### src/rtl/wdog_sec_pkg.sv
package wdog_sec_pkg;

  localparam logic [7:0] A_DEVSEL = 8'h07;
  localparam logic [7:0] A_ACT    = 8'h30;
  localparam logic [7:0] A_CTL    = 8'hF5;
  localparam logic [7:0] A_CNT    = 8'hF6;
  localparam logic [7:0] A_CSR    = 8'hF7;

  localparam int B_ACT_ON    = 0;
  localparam int B_CTL_KBRST = 1;
  localparam int B_CTL_KBDCN = 2;
  localparam int B_CTL_MIN   = 3;
  localparam int B_CSR_FIRED = 4;
  localparam int B_CSR_KBDCN = 6;
  localparam int B_CSR_MSECN = 7;

  typedef struct packed {
    logic act;
    logic kbrst_en;
    logic min_unit;
    logic kbd_cancel;
    logic mouse_cancel;
  } wdog_cfg_t;

  // Next value of the count register; load beats cancel beats step.
  function automatic logic [7:0] f_next_count(input logic [7:0] cur,
                                              input logic       load,
                                              input logic [7:0] ld_val,
                                              input logic       cancel,
                                              input logic       step);
    if (load)                  return ld_val;
    if (cancel)                return 8'd0;
    if (step && cur != 8'd0)   return cur - 8'd1;
    return cur;
  endfunction

  // Expiry happens only on a true step from 1 to 0.
  function automatic logic f_expires(input logic [7:0] cur,
                                     input logic       load,
                                     input logic       cancel,
                                     input logic       step);
    return step && !load && !cancel && (cur == 8'd1);
  endfunction

  // Status byte with the sticky expiry flag merged into its bit.
  function automatic logic [7:0] f_csr_view(input logic [7:0] stored,
                                            input logic       fired);
    logic [7:0] v;
    v = stored;
    v[B_CSR_FIRED] = fired;
    return v;
  endfunction

endpackage

### src/rtl/wdog_regbank.sv
module wdog_regbank
  import wdog_sec_pkg::*;
#(
  parameter logic [7:0] DEV_NUM = 8'h08
) (
  input  logic       clk,
  input  logic       rst_n,
  input  logic [7:0] addr,
  input  logic [7:0] wdata,
  input  logic       wr,
  input  logic [7:0] count_q,
  input  logic       fired_q,
  output wdog_cfg_t  cfg,
  output logic       cnt_wr,
  output logic [7:0] cnt_wdata,
  output logic       fired_clr,
  output logic [7:0] rdata
);

  logic [7:0] devsel_q;
  logic [7:0] act_q;
  logic [7:0] ctl_q;
  logic [7:0] csr_q;
  logic       dev_hit;
  logic       wr_dev;

  assign dev_hit   = (devsel_q == DEV_NUM);
  assign wr_dev    = wr && dev_hit;
  assign cnt_wr    = wr_dev && (addr == A_CNT);
  assign cnt_wdata = wdata;
  assign fired_clr = wr_dev && (addr == A_CSR) && !wdata[B_CSR_FIRED];

  always_ff @(posedge clk or negedge rst_n) begin
    if (!rst_n) begin
      devsel_q <= 8'd0;
      act_q    <= 8'd0;
      ctl_q    <= 8'd0;
      csr_q    <= 8'd0;
    end else if (wr) begin
      if (addr == A_DEVSEL) devsel_q <= wdata;
      if (wr_dev && addr == A_ACT) act_q <= wdata;
      if (wr_dev && addr == A_CTL) ctl_q <= wdata;
      if (wr_dev && addr == A_CSR) begin
        csr_q <= wdata;
        csr_q[B_CSR_FIRED] <= 1'b0;
      end
    end
  end

  always_comb begin
    cfg.act          = act_q[B_ACT_ON];
    cfg.kbrst_en     = ctl_q[B_CTL_KBRST];
    cfg.min_unit     = ctl_q[B_CTL_MIN];
    cfg.kbd_cancel   = ctl_q[B_CTL_KBDCN] | csr_q[B_CSR_KBDCN];
    cfg.mouse_cancel = csr_q[B_CSR_MSECN];
  end

  always_comb begin
    rdata = 8'd0;
    if (addr == A_DEVSEL) begin
      rdata = devsel_q;
    end else if (dev_hit) begin
      case (addr)
        A_ACT:   rdata = act_q;
        A_CTL:   rdata = ctl_q;
        A_CNT:   rdata = count_q;
        A_CSR:   rdata = f_csr_view(csr_q, fired_q);
        default: rdata = 8'd0;
      endcase
    end
  end

endmodule

### src/rtl/wdog_timebase.sv
module wdog_timebase #(
  parameter int TICK_CLKS = 50_000_000,
  parameter int MIN_SECS  = 60
) (
  input  logic clk,
  input  logic rst_n,
  input  logic run,
  input  logic restart,
  input  logic min_unit,
  output logic step
);

  localparam int PW = (TICK_CLKS > 1) ? $clog2(TICK_CLKS) : 1;
  localparam int SW = (MIN_SECS > 1) ? $clog2(MIN_SECS) : 1;

  logic [PW-1:0] pre_q;
  logic [SW-1:0] sec_q;
  logic          sec_tick;
  logic          last_sec;

  assign sec_tick = run && (pre_q == PW'(TICK_CLKS - 1));
  assign last_sec = (sec_q == SW'(MIN_SECS - 1));
  assign step     = sec_tick && (!min_unit || last_sec);

  always_ff @(posedge clk or negedge rst_n) begin
    if (!rst_n) begin
      pre_q <= '0;
      sec_q <= '0;
    end else if (restart || !run) begin
      pre_q <= '0;
      sec_q <= '0;
    end else begin
      pre_q <= sec_tick ? '0 : pre_q + PW'(1);
      if (sec_tick && min_unit) sec_q <= last_sec ? '0 : sec_q + SW'(1);
    end
  end

endmodule

### src/rtl/wdog_count.sv
module wdog_count
  import wdog_sec_pkg::*;
(
  input  logic       clk,
  input  logic       rst_n,
  input  logic       load,
  input  logic [7:0] ld_val,
  input  logic       cancel,
  input  logic       step,
  input  logic       fired_clr,
  output logic [7:0] count_q,
  output logic       fired_q,
  output logic       expire
);

  assign expire = f_expires(count_q, load, cancel, step);

  always_ff @(posedge clk or negedge rst_n) begin
    if (!rst_n) begin
      count_q <= 8'd0;
      fired_q <= 1'b0;
    end else begin
      count_q <= f_next_count(count_q, load, ld_val, cancel, step);
      if (expire)         fired_q <= 1'b1;
      else if (fired_clr) fired_q <= 1'b0;
    end
  end

endmodule

### src/rtl/wdog_pulse.sv
module wdog_pulse #(
  parameter int PULSE_CLKS = 16
) (
  input  logic clk,
  input  logic rst_n,
  input  logic fire,
  output logic pin_n
);

  localparam int CW = $clog2(PULSE_CLKS + 1);

  logic [CW-1:0] left_q;

  always_ff @(posedge clk or negedge rst_n) begin
    if (!rst_n)              left_q <= '0;
    else if (fire)           left_q <= CW'(PULSE_CLKS);
    else if (left_q != '0)   left_q <= left_q - CW'(1);
  end

  assign pin_n = (left_q == '0);

endmodule

### src/rtl/wdog_sec_top.sv
module wdog_sec_top
  import wdog_sec_pkg::*;
#(
  parameter int         TICK_CLKS  = 50_000_000,
  parameter int         MIN_SECS   = 60,
  parameter int         PULSE_CLKS = 16,
  parameter logic [7:0] DEV_NUM    = 8'h08
) (
  input  logic       clk,
  input  logic       rst_n,
  input  logic [7:0] reg_addr,
  input  logic [7:0] reg_wdata,
  input  logic       reg_wr,
  output logic [7:0] reg_rdata,
  input  logic       kbd_evt,
  input  logic       mouse_evt,
  output logic       wdt_out_n,
  output logic       kbrst_n
);

  localparam int NPIN = 2;

  wdog_cfg_t  cfg;
  logic       cnt_wr;
  logic [7:0] cnt_wdata;
  logic       fired_clr;
  logic [7:0] count_q;
  logic       fired_q;
  logic       expire_w;
  logic       step_w;
  logic       run_w;
  logic       cancel_w;
  logic       act_w;
  logic [NPIN-1:0] fire_v;
  logic [NPIN-1:0] pin_v;

  assign act_w    = cfg.act;
  assign run_w    = cfg.act && (count_q != 8'd0);
  assign cancel_w = run_w && ((kbd_evt && cfg.kbd_cancel) ||
                              (mouse_evt && cfg.mouse_cancel));

  wdog_regbank #(.DEV_NUM(DEV_NUM)) i_regs (
    .clk(clk), .rst_n(rst_n), .addr(reg_addr), .wdata(reg_wdata), .wr(reg_wr),
    .count_q(count_q), .fired_q(fired_q), .cfg(cfg), .cnt_wr(cnt_wr),
    .cnt_wdata(cnt_wdata), .fired_clr(fired_clr), .rdata(reg_rdata)
  );

  wdog_timebase #(.TICK_CLKS(TICK_CLKS), .MIN_SECS(MIN_SECS)) i_tbase (
    .clk(clk), .rst_n(rst_n), .run(run_w), .restart(cnt_wr),
    .min_unit(cfg.min_unit), .step(step_w)
  );

  wdog_count i_count (
    .clk(clk), .rst_n(rst_n), .load(cnt_wr), .ld_val(cnt_wdata),
    .cancel(cancel_w), .step(step_w), .fired_clr(fired_clr),
    .count_q(count_q), .fired_q(fired_q), .expire(expire_w)
  );

  assign fire_v = {expire_w && cfg.kbrst_en, expire_w};

  for (genvar g = 0; g < NPIN; g++) begin : g_pin
    wdog_pulse #(.PULSE_CLKS(PULSE_CLKS)) i_pulse (
      .clk(clk), .rst_n(rst_n), .fire(fire_v[g]), .pin_n(pin_v[g])
    );
  end

  assign wdt_out_n = pin_v[0];
  assign kbrst_n   = pin_v[1];

endmodule

### config.mk
export PLATFORM = sky130hd
export DESIGN_NAME = wdog_sec_top
export DESIGN_NICKNAME = d
export VERILOG_FILES = /design/src/rtl/wdog_sec_pkg.sv /design/src/rtl/wdog_regbank.sv /design/src/rtl/wdog_timebase.sv /design/src/rtl/wdog_count.sv /design/src/rtl/wdog_pulse.sv /design/src/rtl/wdog_sec_top.sv
export SDC_FILE = /design/constraint.sdc
export NUM_CORES = 1
export LEC_CHECK = 0
export BUFFER_PORTS_ARGS = -buffer_cell sky130_fd_sc_hd__buf_2
export CAP_MARGIN = 20
export CORE_ASPECT_RATIO = 1.25
export CORE_MARGIN = 3
export CORE_UTILIZATION = 34
export DETAILED_ROUTE_END_ITERATION = 10
export GPL_ROUTABILITY_DRIVEN = 0
export GPL_TIMING_DRIVEN = 0
export SYNTH_ARGS = -nofsm -noshare
export SYNTH_HDL_FRONTEND = slang
export SYNTH_HIERARCHICAL = 1
export SYNTH_SLANG_ARGS = --single-unit
### constraint.sdc
create_clock -name clk -period 3.2 [get_ports clk]
set_input_delay 0.64 -clock clk [delete_from_list [all_inputs] [get_ports clk]]
set_output_delay 0.64 -clock clk [all_outputs]
set_load 0.01 [all_outputs]
---- Yosys cells after proc, flatten, opt, wreduce, memory -nomap -nowiden ----
Cells that the tools add are included.
cells by class
  mux-type cells .......................... 26
  reductions and logical operators ........ 40
  add/sub/neg operators ................... 5
  equal/unequal tests ..................... 9
  bitwise operators ....................... 1
  multiply operators ...................... 0
  shifts and indexed selects .............. 0
  div/mod/pow operators ................... 0
  $lt $le $gt $ge ......................... 0
operators with widths
  cell                                                                 number
  8-bit two-way mux                                                    8
  26-bit two-way mux                                                   2
  8-bit case mux with 4 select lines                                   1
  26-bit by 1-bit adder with 26-bit output (second input constant)     1
  26-bit == test (second input constant)                               1
  8-bit == test (second input constant)                                3
  5-bit two-way mux                                                    4
  1-bit logical AND                                                    18
  6-bit two-way mux                                                    3
  5-bit zero test                                                      2
  5-bit nonzero test                                                   2
  5-bit by 1-bit subtractor with 5-bit output (second input constant)  2
  8-bit by 1-bit == test with 1-bit output (second input constant)     1
  8-bit by 3-bit == test with 1-bit output (second input constant)     1
  8-bit by 4-bit == test with 1-bit output (second input constant)     1
  8-bit by 6-bit == test with 1-bit output (second input constant)     1
  1-bit two-way mux                                                    8
  2-bit AND reduction                                                  4
  2-bit nonzero test                                                   4
  8-bit nonzero test                                                   1
  8-bit by 1-bit subtractor with 8-bit output (second input constant)  1
  6-bit by 1-bit adder with 6-bit output (second input constant)       1
  6-bit == test (second input constant)                                1
  1-bit zero test                                                      5
  other kinds (3)                                                      5
storage, ports and cells
  memories kept ........................... 0
  bits in latches ......................... 0
  word-level logic and storage cells ...... 91
  RAM bits ................................ 0
  input bits .............................. 21
  flip-flop bits (word level) ............. 82
  output and inout port bits .............. 10
  bits in read-only memories .............. 0

---- Depth between registers and ports, before layout ----
Gate-level depths: netlist of run 1.
  depth after elaboration ................. 11
  depth in mapped cells ................... 12
  mapped depth without buffers ............ 11

---- Hierarchy ----
Netlist of run 1, hierarchy kept.
modules (own cells, without submodules)
  module         area each (µm²)  sequential area each (µm²)  times used  cells each
  wdog_regbank   1803.0           775.7                       1           140
  wdog_timebase  1675.4           800.8                       1           176
  wdog_count     591.8            225.2                       1           66
  wdog_pulse     255.2            125.1                       2           26
  wdog_sec_top   55.1             0.0                         1           7

---- Worst setup path before layout of run 1 ----
OpenSTA, ideal clock, no wires.
  path kind ............................... in2reg
  start point ............................. input port reg_addr[1]
  end point ............................... register g_pin[1].i_pulse.left_q[0]
  cell stages on the path ................. 11
  setup slack ............................. 0.480 ns
  path buffers ............................ 4
  library setup time ...................... 0.123 ns
  arrival time ............................ 2.596 ns
  data required time ...................... 3.077 ns
  path through ............................ buf_4 > and4_1 > clkbuf_1 > inv_1 > nor3_1 > buf_2 > or2_2 > clkbuf_1 > nor4_2 > and2_1 > nor2_1
on the way
  cells in the longest elaborated chain, start to end .. 8
  elaborated cells between the ends (all ways) .. 9
  classes of those cells .................. eq/ne (1); mux (1); reduce/logical (7)
RTL lines
  what                                                            RTL line            source
  from (decl)                                                     wdog_sec_top.sv:11  input logic [7:0] reg_addr,
  8-bit == test *                                                 wdog_regbank.sv:29  assign cnt_wr = wr_dev && (addr == A_CNT);
  1-bit logical AND *                                             wdog_regbank.sv:29
  named net cnt_wr                                                wdog_sec_top.sv:24  logic cnt_wr;
  1-bit zero test *                                               wdog_sec_pkg.sv:42  return step && !load && !cancel && (cur == 8'd1);
  1-bit logical AND * (3 in a row)                                wdog_sec_pkg.sv:42
  named net expire_w                                              wdog_sec_top.sv:29  logic expire_w;
  1-bit logical AND *                                             wdog_sec_top.sv:59  assign fire_v = {expire_w && cfg.kbrst_en, expire_w};
  named net fire_v[1]                                             wdog_sec_top.sv:34  logic [NPIN-1:0] fire_v;
  5-bit two-way mux / 2-bit nonzero test (equally long branches)  -
  to (signal assigned)                                            wdog_pulse.sv:16    else if (fire) left_q <= CW'(PULSE_CLKS);
  to (signal assigned)                                            wdog_pulse.sv:17    else if (left_q != '0) left_q <= left_q - CW'(1);
  to (decl)                                                       wdog_pulse.sv:12    logic [CW-1:0] left_q;
The timed path passes the listed nets; every way through them passes the cells marked *.
A chain may end at the register's enable or synchronous reset.

---- Worst setup path in the final report of run 1 ----
  start point ............................. input port reg_addr[1]
  end point ............................... output port reg_rdata[4]
on the way
  cells in the longest elaborated chain, start to end .. 4
  elaborated cells between the ends (all ways) .. 8
  classes of those cells .................. eq/ne (5); mux (3)
RTL lines
  what                                                                              RTL line            source
  8-bit == test / 8-bit by 6-bit == test with 1-bit output (equally long branches)  wdog_regbank.sv:63  case (addr)
  8-bit case mux with 4 select lines                                                wdog_regbank.sv:63
  8-bit two-way mux                                                                 wdog_regbank.sv:62  end else if (dev_hit) begin
  8-bit two-way mux *                                                               wdog_regbank.sv:60  if (addr == A_DEVSEL) begin
  to (decl)                                                                         wdog_sec_top.sv:14  output logic [7:0] reg_rdata,
Every way passes the cells marked *; elsewhere a longest branch is shown, timed or not.

==> flow_metrics.env, run 1 <==
export IMPL_period_share_pct=94.8
export IMPL_finalMaxSlewViolations=0
export IMPL_clk_pin_slew_ns=0.06
export IMPL_dieArea_um2=15100
export IMPL_skew_ns=0.0110
export IMPL_syn_inst=441
export IMPL_power_density_nw_per_um2=421
export IMPL_hold_buffers=0
export IMPL_ys_ff_latch=82
export IMPL_hold_slack_ns=0.140
export IMPL_synth_avg_cell_area_um2=10.5
export IMPL_leakage_nw=2.37
export IMPL_ys_async_sr_fraction_pct=100
export IMPL_fin_nets=512
export IMPL_startpoint_type="input pin"
export IMPL_core_area_um2=13300
export IMPL_vias=3362
export IMPL_die_height_um=137
export IMPL_crit_top_cell="buf_2"
export IMPL_fin_total_pwr_w=0.00225
export IMPL_final_cells=658
export IMPL_cp_num_buf_inv=2
export IMPL_drtIter0Drc=196
export IMPL_cts_root_buf="clkbuf_16"
export IMPL_drt_pass1_iter_count=4
export IMPL_row_count=47
export IMPL_routed_wl_mm=9.95
export IMPL_synth_top_cell_area_share_pct=44.3
export IMPL_nFillCells=1327
export IMPL_synth_fp_nets=470
export IMPL_wl_per_cell_um=15.1
export IMPL_via_per_inst=5.11
export IMPL_grt_pass1_wl_mm=17.2
export IMPL_grt_max_degree=72
export IMPL_port_buffers=30
export IMPL_p_clk_share_pct=42.0
export IMPL_place_hpwl_mm=7.27
export IMPL_max_slew_margin_pct=53.0
export IMPL_switching_share_pct=24.1
export IMPL_critPathKind="input pin to output pin"
export IMPL_yosys_area_top_type="dfrtp_1"
export IMPL_antenna_found_initial=0
export IMPL_synthTopCellsByArea="dfrtp_1 (44%), mux2_4 (4.9%), nor2_1 (4.1%), mux2_2 (3.9%), xor2_1 (3.0%)"
export IMPL_ys_seq_area_share_pct=44.3
export IMPL_status="finished clean"
export IMPL_worstHoldPathType="input pin to async pin"
export IMPL_syn_area_um2=4640
export IMPL_cts_made_buffers=9
export IMPL_maxCapViolCount=0
export IMPL_grt_pass1_vias=3424
export IMPL_layout_drive_gt1_share_pct=26.9
export IMPL_ir_worst_vdd_mv=0.230
export IMPL_crit_required_ns=2.56
export IMPL_cts_max_level=3
export IMPL_max_freq_ghz=0.330
export IMPL_rsz0062_at_grt="no"
export IMPL_cts_sinks=82
export IMPL_dp_cells=643
export IMPL_io_pins=31
export IMPL_slowest_stage="nor4_4"
export IMPL_hold_viol=0
export IMPL_synth_edf_count=0
export IMPL_path_delay_family="compound AO/OA/AOI/OAI gates"
export IMPL_p_int_w=0.00171
export IMPL_path_max_fanout=10
export IMPL_ys_warn_count=6
export IMPL_p_seq_share_pct=48.7
export IMPL_p_sw_w=0.000543
export IMPL_cts_tree="done"
export IMPL_ys_flop_type="dfrtp_1"
export IMPL_clock_latency_ns=0.34
export IMPL_grt_ovfl_total=0
export IMPL_n_antenna_cell=0
export IMPL_worstMarginPinSlew_ns=0.701
export IMPL_dieWidth_um=110
export IMPL_grt_usage_pct=14.1
export IMPL_slowest_delay_ns=0.57
export IMPL_setup_viol=0
export IMPL_critPathCaptureType="output pin"
export IMPL_start_util_pct=34.9
export IMPL_ant_nets=0
export IMPL_area_growth_pct=15.2
export IMPL_cp_arrival_ns=2.39
export IMPL_drcViolationCount=0
export IMPL_p_comb_share_pct=9.2
export IMPL_ys_types=61
export IMPL_path_cells="buf_2 -> nor4_4 -> o21bai_1 -> a211oi_4 -> a22o_1 -> buf_2"
export IMPL_clock_path_buffers=2
export IMPL_min_period_ns=3.03
export IMPL_setup_tns_ns=0
## synthesized netlist by cell type (6+ instances only)
cell     instances
a22oi_1          9
mux2i_1         11
o21ai_0          6
inv_1           17
buf_4           13
mux2_2          16
xnor2_1         13
nand3_1         16
o22ai_1          8
nor2_1          51
mux2_4          15
nor4_1           6
buf_2            6
a22o_1           8
dfrtp_1         82
ha_1             8
nor3_1           9
nand2_1         34
a21oi_1         11
xor2_1          16
## cells by family (layout without fill, tap and decap cells)
family / after synthesis / after routing / share of synthesized area [%]
xor+xnor: 29 / 29 / 5.48
buf+inv: 43 / 89 / 5.18
fa+ha+maj: 8 / 8 / 2.16
flops: 82 / 82 / 44.3
simple gates: 172 / 172 / 21.2
mux: 42 / 42 / 11.1
compound gates: 65 / 65 / 10.6
## final timing paths
| kind | startpoint | to | slack (ns) | cells after the start |
|---|---|---|---|---|
| min reg2reg | i_count/fired_q | i_count/fired_q | 0.48 | 1 |
| min | rst_n | i_tbase/pre_q[17] | 0.14 | 1 |
| min in group clk | i_count/fired_q | i_count/fired_q | 0.48 | 1 |
| max in group asynchronous | rst_n | i_count/count_q[0] | 2.45 | 2 |
| max reg2reg | i_regs/devsel_q[1] | g_pin[1].i_pulse/left_q[4] | 0.26 | 9 |
| max | reg_addr[1] | reg_rdata[4] | 0.17 | 6 |
## placed cells by master (no fill, tap or decap), drive strengths merged, types with 3 or more instances in the layout
cell	Yosys	routed
mux2i	11	11
and3	4	4
xnor2	13	13
a21oi	11	11
a22oi	9	9
nor3	11	11
inv	18	18
nor4b	3	3
nor4	13	13
or4b	3	3
a22o	8	8
nand2	34	34
mux2	31	31
o22ai	8	8
nand3	16	16
ha	8	8
nand4	6	6
nand3b	3	3
buf	22	54
o21ai	6	6
dfrtp	82	82
clkinv	0	4
or4	5	5
or2	6	6
a21o	6	6
nor2	51	51
clkbuf	3	12
or3	4	4
xor2	16	16
a211oi	6	6
## power by group through the flow
stage               clock network [W]  registers, W  logic [W]
finish                       0.000946       0.00110   0.000207
global route                  0.00102       0.00110   0.000234
CTS                          0.000976       0.00110   0.000213
detailed placement                  0       0.00112   0.000212
global placement                    0       0.00111   0.000197
floorplan                           0       0.00111   0.000134
## through the flow
| step | setup WS, ns | cell area (µm²) | utilization, % |
|---|---|---|---|
| 3_5_place_dp | -0.362 | 5030 | 37.8 |
| 5_1_grt | 0.0208 | 5340 | 40.2 |
| 4_1_cts | 0.0555 | 5330 | 40.1 |
| 3_3_place_gp | -0.341 | 5000 | 37.6 |
| 2_1_floorplan | 0.480 | 4640 | - |
| 6_report | 0.166 | 5340 | 40.2 |
## cell type report
type | count | area [µm²] | share of cell area (%)
clock buffer | 10 | 239 | 4.48
tap | 171 | 214 | 4.01
sequential | 82 | 2050 | 38.5
multi-input combinational | 316 | 2380 | 44.5
timing repair buffer | 32 | 188 | 3.51
buffer | 24 | 169 | 3.16
clock inverter | 5 | 31.3 | 0.586
inverter | 18 | 67.6 | 1.27
## per-layer routing
layer  track usage [%]  vias to the layer above  share of wire (%)
met5                 0                        -                  0
met4              5.82                        0                2.0
met3              2.52                       15                2.7
met2              24.1                       51                 50
met1              17.7                     1643                 45
li1                  -                     1653                  -
## sequential cells by signal, summed over array words and instances, names as in the netlist
name	cells
g_pin.i_pulse/left_q	10
i_regs/devsel_q	8
i_regs/act_q	8
i_regs/ctl_q	8
i_tbase/pre_q	26
i_count/count_q	8
i_regs/csr_q	7
i_count/fired_q	1
i_tbase/sec_q	6
## what timing repair did
| item | 4_1_cts | 5_1_grt |
|---|---|---|
| endpoints found under the setup margin | 16 | 16 |
| buffers inserted | 1 | 0 |
| resized for setup | 3 | 5 |
| gates cloned | 0 | 0 |
| pin swaps | 1 | 0 |
## worst register-to-register path, cell delays in order (launching register included)
cell and delay, ns:
dfrtp_1 0.41, nor4b_1 0.31, nand2_1 0.30, nor3_1 0.50, buf_2 0.31, or2_2 0.14
clkbuf_1 0.38, nor4_4 0.08, and2_1 0.23, a21o_1 0.17
Note: power is estimated with default switching activity, not from simulation.
==> run 2: changes to the inputs <==
- ABC_AREA: not set -> 1
==> flow_metrics.env, run 2 <==
export IMPL_reg_top3="i_tbase/pre_q: 26 flops, g_pin.i_pulse/left_q: 10 flops"
export IMPL_drcViolationCount=0
export IMPL_status="finished clean"
export IMPL_rr_endpoint="g_pin[1].i_pulse/left_q[0]"
export IMPL_syn_area_um2=5440
export IMPL_ir_worst_vdd_mv=0.252
export IMPL_port_buffers=30
export IMPL_dieArea_um2=17500
export IMPL_area_growth_pct=14.8
export IMPL_power_density_nw_per_um2=379
export IMPL_die_height_um=147
export IMPL_synthTopCellsByArea="dfrtp_1 (38%), nand2_1 (15%), nor2_1 (7.5%), inv_1 (6.8%), nand3_1 (6.5%)"
export IMPL_fin_area_um2=6240
export IMPL_cp_endpoint="g_pin[1].i_pulse/left_q[0]"
export IMPL_synth_edf_count=0
export IMPL_finalMaxSlewViolations=0
export IMPL_start_util_pct=34.8
export IMPL_final_cell_mix="nand2_1 (219), nor2_1 (109), inv_1 (99)"
export IMPL_layout_drive_gt1_share_pct=18.7
export IMPL_crit_required_ns=3.43
export IMPL_r2r_setup_slack_ns=0.38
export IMPL_dieWidth_um=119
export IMPL_placed_area_um2=5880
export IMPL_ys_ff_latch=82
export IMPL_place_hpwl_mm=9.74
export IMPL_slowest_delay_ns=0.52
export IMPL_vias=4611
export IMPL_slowest_stage="a211oi_1"
export IMPL_cts_sinks=82
export IMPL_n_antenna_cell=0
export IMPL_via_per_inst=4.55
export IMPL_r2r_start="i_count/count_q[5]"
export IMPL_r2r_worst_path_cells=15
export IMPL_grt_pass1_vias=4609
export IMPL_cts_root_buf="clkbuf_16"
export IMPL_grt_usage_pct=15.8
export IMPL_largest_reg_flops=26
export IMPL_clk_pin_slew_ns=0.06
export IMPL_setup_viol=0
export IMPL_grt_pass1_wl_mm=22.3
export IMPL_period_share_pct=88.2
export IMPL_synth_avg_cell_area_um2=7.20
export IMPL_ys_async_sr_fraction_pct=100
export IMPL_critPathKind="register to register"
export IMPL_maxCapViolCount=0
export IMPL_max_slew_margin_pct=57.3
export IMPL_synth_most_common_cell="nand2_1"
export IMPL_final_cells=1014
export IMPL_post_cts_setup_buffer_count=0
export IMPL_path_cells="nor2_1 -> nand2_1 -> nor2_1 -> nor2_1 -> nand3_1 -> nor2_1 -> nand2_1 -> a211oi_1 -> nand4_1 -> nor2_1 -> nand2_1 -> inv_1 -> inv_1 -> nand3_1 -> nand2_1"
export IMPL_ant_nets=0
export IMPL_utilization_pct=39.9
export IMPL_wl_per_cell_um=12.8
export IMPL_max_freq_ghz=0.354
export IMPL_largest_register="i_tbase/pre_q"
export IMPL_grt_ovfl_total=0
export IMPL_critPathCaptureType="register"
export IMPL_routed_wl_mm=12.9
export IMPL_ys_flop_type="dfrtp_1"
export IMPL_yosys_area_top_type="dfrtp_1"
export IMPL_clock_latency_ns=0.34
export IMPL_antenna_found_initial=0
export IMPL_setup_slack_ns=0.378
export IMPL_pre_cts_ws_ns=-0.188
export IMPL_hold_viol=0
export IMPL_setup_tns_ns=0
export IMPL_path_max_fanout=7
export IMPL_rsz0062_at_grt="no"
export IMPL_startpoint_type="register"
export IMPL_final_common_cell="nand2_1"
export IMPL_clock_path_buffers=2
export IMPL_row_count=51
export IMPL_cp_arrival_ns=3.06
export IMPL_nFillCells=1637
export IMPL_synth_top_cell_area_share_pct=37.8
export IMPL_leakage_nw=3.09
export IMPL_cts_tree="done"
export IMPL_synth_fp_nets=784
export IMPL_min_period_ns=2.82
export IMPL_worstMarginPinSlew_ns=0.636
export IMPL_grt_max_degree=47
export IMPL_io_pins=31
export IMPL_worstHoldPathType="input pin to async pin"
export IMPL_skew_ns=0.0119
export IMPL_synthTopCellsByCount="nand2_1 (219), nor2_1 (109), inv_1 (99), dfrtp_1 (82), nand3_1 (71)"
export IMPL_worstSetupStartpoint="i_count/count_q[5]"
export IMPL_ys_warn_count=6
export IMPL_cts_made_buffers=9
export IMPL_crit_top_cell="nor2_1"
export IMPL_fin_nets=826
export IMPL_cts_max_level=3
export IMPL_drtIter0Drc=306
export IMPL_drt_pass1_iter_count=4
export IMPL_ys_seq_area_share_pct=37.8
export IMPL_core_area_um2=15600
export IMPL_syn_inst=755
export IMPL_ys_types=38
export IMPL_dp_cells=998
==> run 2: cell types whose count changed after synthesis, sizes merged, moves of 12 or more <==
cell	change
nand3	+61
inv	+85
nand2	+200
nor4	-12
o21ai	+29
mux2	-31
nor2	+82
==> run 2: repair_timing <==
| item | CTS | global route |
|---|---|---|
| endpoints found under the hold margin | 0 | 0 |
| setup endpoints to repair | 0 | 3 |
| hold buffers | 0 | 0 |
| gates resized for setup | 0 | 1 |
==> run 2: kinds of logic (layout without fill, tap and decap cells) <==
group / count (synthesis) / after routing / synth area share [%]
AND/OR/NAND/NOR: 470 / 470 / 40.1
buffers and inverters: 126 / 173 / 10.5
flip-flops: 82 / 82 / 37.8
AO/OA/AOI/OAI: 51 / 51 / 6.91
XOR/XNOR: 18 / 18 / 2.90
adder cells (fa/ha/maj): 8 / 8 / 1.84
==> run 2: cell type report <==
| class | instances | area [µm²] | share of cell area [%] |
|---|---|---|---|
| Multi-Input combinational cell | 547 | 2820 | 45.2 |
| Sequential cell | 82 | 2050 | 32.9 |
| Inverter | 105 | 399 | 6.40 |
| Tap cell | 212 | 265 | 4.25 |
| Clock buffer | 11 | 253 | 4.05 |
| Timing Repair Buffer | 31 | 180 | 2.89 |
| Buffer | 21 | 173 | 2.77 |
| Clock inverter | 5 | 100 | 1.60 |
==> run 2: layer usage <==
layer	vias up	track usage, %	part of all wire, %
met5	-	0	0
met4	0	4.64	0.81
met3	6	3.50	2.7
met2	67	28.0	52
met1	2119	19.1	45
li1	2419	-	-
==> run 2: how the worst min path moves through the flow <==
stage	start	end	slack [ns]	depth (start not counted)
floorplan	rst_n	g_pin[0].i_pulse/left_q[0]	0.34	0
global placement	g_pin[0].i_pulse/left_q[4]	g_pin[0].i_pulse/left_q[4]	0.46	2
detailed placement	g_pin[1].i_pulse/left_q[4]	g_pin[1].i_pulse/left_q[4]	0.46	2
CTS	rst_n	g_pin[1].i_pulse/left_q[2]	0.29	1
global route	rst_n	g_pin[1].i_pulse/left_q[2]	0.31	1
finish	rst_n	i_tbase/pre_q[18]	0.28	1
==> run 2: power by group <==
group	leakage [nW]	total [W]	internal, W	switching [W]
clock network	0.176	0.00122	0.000802	0.000414
logic	1.82	0.000103	0.0000307	0.0000718
registers	1.10	0.00105	0.00104	0.00000420
total	3.09	0.00237	0.00188	0.000490
==> run 2: critical path, delay by kind of cell (launching register included) <==
kind / cells / cell delay, ns
DFF: 1 / 0.51
and+or+nand+nor: 12 / 1.49
AOI/OAI and AO/OA: 1 / 0.52
buffers and inverters: 2 / 0.18
==> run 2: stage by stage <==
stage | hold WS (ns) | total power, W
5_1_grt | 0.306 | 0.00246
6_report | 0.283 | 0.00237
3_5_place_dp | 0.458 | 0.00117
3_3_place_gp | 0.456 | 0.00117
2_1_floorplan | 0.344 | 0.00111
4_1_cts | 0.289 | 0.00241
==> run 3: changes to the inputs <==
- CELL_PAD_IN_SITES_DETAIL_PLACEMENT: not set -> 2
- CELL_PAD_IN_SITES_GLOBAL_PLACEMENT: not set -> 2
- PLACE_DENSITY_LB_ADDON: not set -> 0.1
==> flow_metrics.env, run 3 (synthesis gave the netlist of run 2 again) <==
export IMPL_status="finished clean"
export IMPL_power_density_nw_per_um2=373
export IMPL_max_slew_margin_pct=52.5
export IMPL_hold_slack_ns=0.231
export IMPL_pre_cts_ws_ns=-0.452
export IMPL_clock_path_buffers=2
export IMPL_crit_required_ns=3.48
export IMPL_port_buffers=30
export IMPL_cts_root_buf="clkbuf_16"
export IMPL_reg_top3="i_tbase/pre_q: 26 flops, g_pin.i_pulse/left_q: 10 flops"
export IMPL_cts_sinks=82
export IMPL_grt_pass1_vias=5665
export IMPL_setup_viol=0
export IMPL_largest_register="i_tbase/pre_q"
export IMPL_r2r_worst_path_cells=12
export IMPL_via_per_inst=4.91
export IMPL_startpoint_type="input pin"
export IMPL_cts_made_buffers=9
export IMPL_vias=4975
export IMPL_drcViolationCount=0
export IMPL_clock_latency_ns=0.35
export IMPL_final_common_cell="nand2_1"
export IMPL_drt_pass1_iter_count=4
export IMPL_routed_wl_mm=17.4
export IMPL_maxCapViolCount=0
export IMPL_antenna_found_initial=0
export IMPL_nFillCells=1866
export IMPL_rsz0062_at_grt="no"
export IMPL_multiInputGateArea_um2=2830
export IMPL_wl_per_cell_um=17.2
export IMPL_setup_slack_ns=0.400
export IMPL_cp_arrival_ns=3.08
export IMPL_skew_ns=0.00953
export IMPL_io_pins=31
export IMPL_final_cell_mix="nand2_1 (219), nor2_1 (109), inv_1 (99)"
export IMPL_layout_drive_gt1_share_pct=18.8
export IMPL_worstHoldPathType="input pin to async pin"
export IMPL_period_share_pct=87.5
export IMPL_fin_nets=826
export IMPL_regArea_um2=2050
export IMPL_finalMaxSlewViolations=0
export IMPL_path_max_fanout=10
export IMPL_row_count=51
export IMPL_ir_worst_vdd_mv=0.184
export IMPL_largest_reg_flops=26
export IMPL_leakage_nw=3.07
export IMPL_clk_pin_slew_ns=0.07
export IMPL_critPathKind="input pin to register"
export IMPL_dieWidth_um=119
export IMPL_grt_usage_pct=21.0
export IMPL_core_area_um2=15600
export IMPL_start_util_pct=34.8
export IMPL_worstMarginPinSlew_ns=0.708
export IMPL_min_period_ns=2.80
export IMPL_placed_area_um2=5880
export IMPL_area_growth_pct=14.5
export IMPL_n_antenna_cell=0
export IMPL_cts_tree="done"
export IMPL_max_freq_ghz=0.357
export IMPL_hold_viol=0
export IMPL_critPathCaptureType="register"
export IMPL_ant_nets=0
export IMPL_utilization_pct=39.8
export IMPL_grt_pass1_wl_mm=29.2
export IMPL_hold_buffers=0
export IMPL_cts_max_level=3
export IMPL_drtIter0Drc=136
export IMPL_fin_area_um2=6220
export IMPL_dieArea_um2=17500
export IMPL_grt_ovfl_total=0
export IMPL_place_hpwl_mm=13.5
export IMPL_die_height_um=147
export IMPL_grt_max_degree=55
[run 3: timing repair]
| item | 4_1_cts | 5_1_grt |
|---|---|---|
| setup endpoints to repair | 5 | 2 |
| buffers inserted | 0 | 0 |
| resized for setup | 2 | 3 |
| hold endpoints to repair | 0 | 0 |
[run 3: power by group]
group          internal, W  switching (W)  total (W)
sequential         0.00104     0.00000595    0.00105
clock             0.000704       0.000458    0.00116
combinational    0.0000308      0.0000779   0.000109
total              0.00178       0.000542    0.00232
[run 3: worst paths after layout]
check / slack (ns) / startpoint / to
setup / recovery: 0.40 / reg_addr[3] / g_pin[1].i_pulse/left_q[3]
hold / removal: 0.23 / rst_n / i_tbase/pre_q[2]
setup reg to reg: 0.45 / i_regs/devsel_q[2] / g_pin[1].i_pulse/left_q[3]
hold reg to reg: 0.48 / i_regs/act_q[6] / i_regs/act_q[6]
max in group asynchronous: 2.31 / rst_n / i_count/count_q[5]
min in group clk: 0.48 / i_regs/act_q[6] / i_regs/act_q[6]
[run 3: metrics by stage]
step	power (W)	setup TNS [ns]	std cells
6_report	0.00232	0	1014
5_1_grt	0.00241	0	1014
4_1_cts	0.00236	0	1014
3_5_place_dp	0.00118	-4.68	998
3_3_place_gp	0.00117	-3.93	997
2_1_floorplan	0.00111	0	755
[run 3: worst max-delay path, cell delays in order]
cell      delay [ns]
buf_2           0.10
inv_2           0.07
nand2_2         0.08
nor2_4          0.24
nand2_1         0.15
nor4_2          0.51
clkbuf_2        0.34
nor2_2          0.16
nand4_1         0.22
nor2_1          0.10
nand2_1         0.08
inv_1           0.06
inv_1           0.13
nand3_1         0.10
nor2_1          0.10
[run 3: layer usage]
metal | vias up | wire length, µm | track usage (%) | part of all wire, %
li1 | 2415 | - | - | -
met1 | 2484 | 7050 | 23.4 | 40
met2 | 56 | 9760 | 40.7 | 56
met3 | 20 | 254 | 2.04 | 1.5
met4 | 0 | 356 | 7.59 | 2.0
met5 | - | 0 | 0 | 0
[run 3: layout make-up]
cell class | instances | area share [%]
clock buffer | 11 | 3.90
buffer | 21 | 2.80
timing repair buffer | 31 | 2.90
tap | 212 | 4.26
sequential | 82 | 33.0
multi-input combinational | 547 | 45.5
clock inverter | 5 | 1.25
inverter | 105 | 6.42
